### config.mk
export PLATFORM = sky130hd
export DESIGN_NAME = window_maxpool
export DESIGN_NICKNAME = d
export VERILOG_FILES = /design/src/rtl/wmp_pkg.sv /design/src/rtl/wmp_lane_max.sv /design/src/rtl/wmp_window_ctrl.sv /design/src/rtl/wmp_accum.sv /design/src/rtl/window_maxpool.sv
export SDC_FILE = /design/constraint.sdc
export NUM_CORES = 2
export LEC_CHECK = 0
export BUFFER_PORTS_ARGS = -buffer_cell sky130_fd_sc_hd__buf_2
export CAP_MARGIN = 30
export CORE_AREA = 2 2 415 417
export CTS_BUF_LIST = sky130_fd_sc_hd__clkbuf_4 sky130_fd_sc_hd__clkbuf_8 sky130_fd_sc_hd__clkbuf_16
export CTS_CLUSTER_DIAMETER = 60
export DETAILED_ROUTE_END_ITERATION = 16
export DIE_AREA = 0 0 417 419
export GPL_TIMING_DRIVEN = 1
export PLACE_DENSITY_LB_ADDON = 0.08
export SYNTH_ARGS = -nofsm -noshare
export SYNTH_HDL_FRONTEND = slang
export SYNTH_SLANG_ARGS = --single-unit
export TNS_END_PERCENT = 20
### constraint.sdc
create_clock -name clk -period 6.1 [get_ports clk]
set_input_delay 0.915 -clock clk [delete_from_list [all_inputs] [get_ports clk]]
set_output_delay 0.915 -clock clk [all_outputs]
set_load 0.05 [all_outputs]
### src/rtl/wmp_pkg.sv
package wmp_pkg;

    localparam int ELEM_W_DEF     = 8;
    localparam int LANE_BYTES_DEF = 8;
    localparam int LANES_DEF      = 8;
    localparam int CFG_W          = 32;

    typedef logic signed [ELEM_W_DEF-1:0] elem_t;

    // Window position of the beat currently offered at the input.
    typedef enum logic [1:0] {
        PH_PASS  = 2'd0,
        PH_ACCUM = 2'd1,
        PH_LAST  = 2'd2
    } phase_e;

    typedef struct packed {
        logic fire;
        logic first;
        logic acc_load;
    } step_t;

    function automatic elem_t elem_max(input elem_t a, input elem_t b);
        return (a > b) ? a : b;
    endfunction

    // Final count index of a window; lengths 0 and 1 both mean one beat.
    function automatic logic [CFG_W-1:0] last_index(input logic [CFG_W-1:0] len);
        return (len <= 1) ? '0 : len - 1'b1;
    endfunction

endpackage

### src/rtl/wmp_lane_max.sv
module wmp_lane_max #(
    parameter int ELEM_W     = 8,
    parameter int LANE_BYTES = 8,
    localparam int LANE_W    = ELEM_W * LANE_BYTES
) (
    input  logic              load_first,
    input  logic [LANE_W-1:0] acc_lane,
    input  logic [LANE_W-1:0] in_lane,
    output logic [LANE_W-1:0] res_lane
);

    for (genvar e = 0; e < LANE_BYTES; e++) begin : g_elem
        logic signed [ELEM_W-1:0] held;
        logic signed [ELEM_W-1:0] fresh;
        logic signed [ELEM_W-1:0] bigger;

        assign held   = acc_lane[e*ELEM_W +: ELEM_W];
        assign fresh  = in_lane[e*ELEM_W +: ELEM_W];
        assign bigger = (held > fresh) ? held : fresh;
        assign res_lane[e*ELEM_W +: ELEM_W] = load_first ? fresh : bigger;
    end

endmodule

### src/rtl/wmp_window_ctrl.sv
module wmp_window_ctrl
    import wmp_pkg::*;
#(
    parameter int CNT_W = CFG_W
) (
    input  logic             clk,
    input  logic             rst,
    input  logic [CNT_W-1:0] cfg_win_len,
    input  logic             cfg_bypass,
    input  logic             in_valid,
    input  logic             out_ready,
    output logic             in_ready,
    output logic             out_valid,
    output step_t            step
);

    logic [CNT_W-1:0] beat_cnt;
    logic [CNT_W-1:0] final_idx;
    logic             at_last;
    phase_e           phase;

    assign final_idx = (cfg_win_len <= 1) ? '0 : cfg_win_len - 1'b1;
    assign at_last   = (beat_cnt >= final_idx);

    always_comb begin
        if (cfg_bypass)   phase = PH_PASS;
        else if (at_last) phase = PH_LAST;
        else              phase = PH_ACCUM;
    end

    always_comb begin
        unique case (phase)
            PH_ACCUM: begin
                in_ready  = 1'b1;
                out_valid = 1'b0;
            end
            default: begin
                in_ready  = out_ready;
                out_valid = in_valid;
            end
        endcase
    end

    always_comb begin
        step.fire     = in_valid && in_ready;
        step.first    = (beat_cnt == '0);
        step.acc_load = step.fire && (phase == PH_ACCUM);
    end

    always_ff @(posedge clk) begin
        if (rst || cfg_bypass) begin
            beat_cnt <= '0;
        end else if (step.fire) begin
            beat_cnt <= at_last ? '0 : beat_cnt + 1'b1;
        end
    end

endmodule

### src/rtl/wmp_accum.sv
module wmp_accum #(
    parameter int BEAT_W = 512
) (
    input  logic              clk,
    input  logic              rst,
    input  logic              load,
    input  logic [BEAT_W-1:0] d,
    output logic [BEAT_W-1:0] q
);

    always_ff @(posedge clk) begin
        if (rst)       q <= '0;
        else if (load) q <= d;
    end

endmodule

### src/rtl/window_maxpool.sv
module window_maxpool
    import wmp_pkg::*;
#(
    parameter int ELEM_W     = ELEM_W_DEF,
    parameter int LANE_BYTES = LANE_BYTES_DEF,
    parameter int LANES      = LANES_DEF,
    localparam int LANE_W    = ELEM_W * LANE_BYTES,
    localparam int BEAT_W    = LANE_W * LANES
) (
    input  logic              clk,
    input  logic              rst,
    input  logic [CFG_W-1:0]  cfg_win_len,
    input  logic              cfg_bypass,
    input  logic              in_valid,
    output logic              in_ready,
    input  logic [BEAT_W-1:0] in_data,
    output logic              out_valid,
    input  logic              out_ready,
    output logic [BEAT_W-1:0] out_data
);

    step_t             step;
    logic [BEAT_W-1:0] acc_q;
    logic [BEAT_W-1:0] reduced;

    wmp_window_ctrl #(.CNT_W(CFG_W)) u_ctrl (
        .clk         (clk),
        .rst         (rst),
        .cfg_win_len (cfg_win_len),
        .cfg_bypass  (cfg_bypass),
        .in_valid    (in_valid),
        .out_ready   (out_ready),
        .in_ready    (in_ready),
        .out_valid   (out_valid),
        .step        (step)
    );

    for (genvar l = 0; l < LANES; l++) begin : g_lane
        wmp_lane_max #(.ELEM_W(ELEM_W), .LANE_BYTES(LANE_BYTES)) u_lane (
            .load_first (step.first),
            .acc_lane   (acc_q[l*LANE_W +: LANE_W]),
            .in_lane    (in_data[l*LANE_W +: LANE_W]),
            .res_lane   (reduced[l*LANE_W +: LANE_W])
        );
    end

    wmp_accum #(.BEAT_W(BEAT_W)) u_acc (
        .clk  (clk),
        .rst  (rst),
        .load (step.acc_load),
        .d    (reduced),
        .q    (acc_q)
    );

    assign out_data = cfg_bypass ? in_data : reduced;

endmodule

==> results.ini <==
[route]
ant_nets = 0
drt_iter0_drc = 1831
vias_per_cell = 4.709
wl_per_cell_um = 20.34
wl_um = 176400
drtPass1Iterations = 8
vias = 40830
drc = 0

[clock_network]
htree_levels = 3
clk_latency_ps = 710
clock_path_buffers = 3
cts_tree = yes
hold_buffers = 0
post_cts_buffers = 0
cts_sinks = 544
cts-root-buf = clkbuf_16
cts_resized = 0
clkTransAtPathRegs_ps = 50
cts_inserted_buffers = 105

[yosys]
yosysWarnings = 0
ys_ff_latch = 544
synth_area_mm2 = 0.04393
async_flop_share_pct = 0
synth_nets = 6420
ys_seq_area_share_pct = 24.79
yosys.cell_types.count = 68
synth_edf_count = 0
synth.most_common_cell = nand2_1
netlist.area_leader.share_pct = 24.79
synthCells = 5323
synthFlopType = dfxtp_1
synth_area_leaders = dfxtp_1 (25%), ha_1 (16%), mux2i_1 (11%)
avgSynthCellArea_um2 = 8.254
synth_common_cells = nand2_1 (1125), inv_1 (556), ha_1 (548)
synth_largest_area_cell = dfxtp_1

[cells_and_area]
n_fill_cell = 18300
area_delta_synth_final_pct = 26.36
drive_above_1_share_pct = 27.03
final_nets = 7426

[placement]
place_hpwl_um = 140600
numPortBuffers = 1062
gp_congestion = 0.8458

[timing]
max_slew_margin_pct = 33.09
rsz0062_at_grt = false
final_hold_viol_count = 0
fin_skew_ps = 38.70
fin_crit_ps = 5529
setup_violations = 0
hold_ws_ps = 459.2
drv_slew = 0
tightestPinTransition_ps = 1003
fin_crit_sh_pct = 90.65
fmax_mhz = 180.9
setup-tns-final_ps = 0

[worst_hold_path]
hp-start = u_acc.q[488]
min_to = u_acc.q[488]
hold_depth = 2
min_path_type = reg -> reg

[flow_run]
drv_cap = 0

[die]
chipHeight_um = 419
coreArea_mm2 = 0.1706
initial_core_util_pct = 25.75
row_count = 152
design.die.area_mm2 = 0.1747
io_pins = 1063
fp.dieW_um = 417

[critical_path]
critPathKind = in -> out
crit_required_ps = 5180
cp_max_fo = 5
worstReg2RegStart = u_ctrl.beat_cnt[0]
r2r_cells = 8
timing.reg2reg.setup_slack_ps = 2770
arrival_ps = 4610
worstReg2RegEnd = u_acc.q[259]
crit_path_start_kind = input pin
critPathCaptureType = output port

[global_routing]
grt_pass1_wl_um = 256700
overflow = 0
grt_use_total_pct = 19.36
grt_max_degree = 185
antenna_found_initial = 132
first_global_vias = 39700

[power_and_ir_drop]
powerDensity_mw_per_mm2 = 241.8
leakage_nw = 26.44
fin_total_pwr_mw = 13.43
peakVddDrop_uv = 199.8

[run_status]
status = finished, final reports clean

[worst max path at each step]
stage / startpoint / to / slack, ps / depth (start not counted)
after floorplan: cfg_win_len[5] / in_ready / 620 / 14
after global placement: cfg_win_len[5] / u_acc.q[434] / 440 / 19
after detailed placement: cfg_win_len[5] / u_acc.q[455] / 420 / 19
after CTS: cfg_win_len[5] / out_valid / 520 / 16
after global routing: cfg_win_len[5] / out_valid / 180 / 16
final: cfg_win_len[5] / out_valid / 570 / 16
[per-layer routing]
layer / track usage [%] / wire length [um]
met3: 5.189 / 11000
met5: 0 / 468
met2: 34.06 / 86150
met4: 7.418 / 6712
met1: 22.23 / 72020
[cell families after synthesis]
family | Yosys count | synth area share (%)
flip-flops | 544 | 24.79
XOR/XNOR | 27 | 0.5383
AO/OA/AOI/OAI | 657 | 10.43
AND/OR/NAND/NOR | 1788 | 18.16
multiplexers | 968 | 23.43
buffers and inverters | 791 | 7.049
adder cells (fa/ha/maj) | 548 | 15.61
[critical path, stage by stage]
cell and delay, ps:
buf_2 120, or4_1 610, nor3_1 270, nand3_1 180
or3_1 430, nor4_2 200, xor2_1 170, nand2_1 70
ha_1 320, nand4_1 170, nor4_2 360, inv_1 110
o21ai_0 160, buf_4 160, o21a_1 100, buf_2 250
[sequential cells by signal, summed over array words and instances, names as in the netlist]
| name | flops |
|---|---|
| u_ctrl.beat_cnt | 32 |
| u_acc.q | 512 |
[through the flow]
| stage | setup WS [ps] | instance area, um^2 | std cells | utilization, % |
|---|---|---|---|---|
| final | 570.6 | 55510 | 8671 | 32.54 |
| after global routing | 184.0 | 55500 | 8666 | 32.53 |
| after CTS | 523.3 | 55450 | 8647 | 32.51 |
| after detailed placement | 423.0 | 51770 | 8455 | 30.35 |
| after global placement | 443.1 | 51760 | 8454 | 30.34 |
| after floorplan | 616.8 | 43930 | 5323 | - |
[area by class of cell]
cell class / count / area (um^2) / share of cell area, %
diodes: 24 / 60.06 / 0.1082
well taps: 2233 / 2794 / 5.033
multi-input cells: 3988 / 30010 / 54.05
repair buffers: 1133 / 5979 / 10.77
clock inverters: 45 / 526.8 / 0.9489
inverters: 557 / 2098 / 3.780
clock buffers: 147 / 3158 / 5.689
flip-flops and latches: 544 / 10890 / 19.62
[report_power, final]
part	internal (mW)	switching, mW
clock network	4.00	2.21
registers	3.75	0.149
logic	1.11	2.20
[placed cells by master, fill, tap and decap left out, types with 150 or more instances in the layout]
| cell type | count |
|---|---|
| mux2i_1 | 486 |
| mux2_2 | 322 |
| dfxtp_1 | 544 |
| o21ai_0 | 150 |
| mux2_1 | 160 |
| ha_1 | 548 |
| nor2_1 | 179 |
| inv_1 | 556 |
| nand2_1 | 1125 |
| buf_2 | 1061 |
Power figures use the tool's default switching activity.
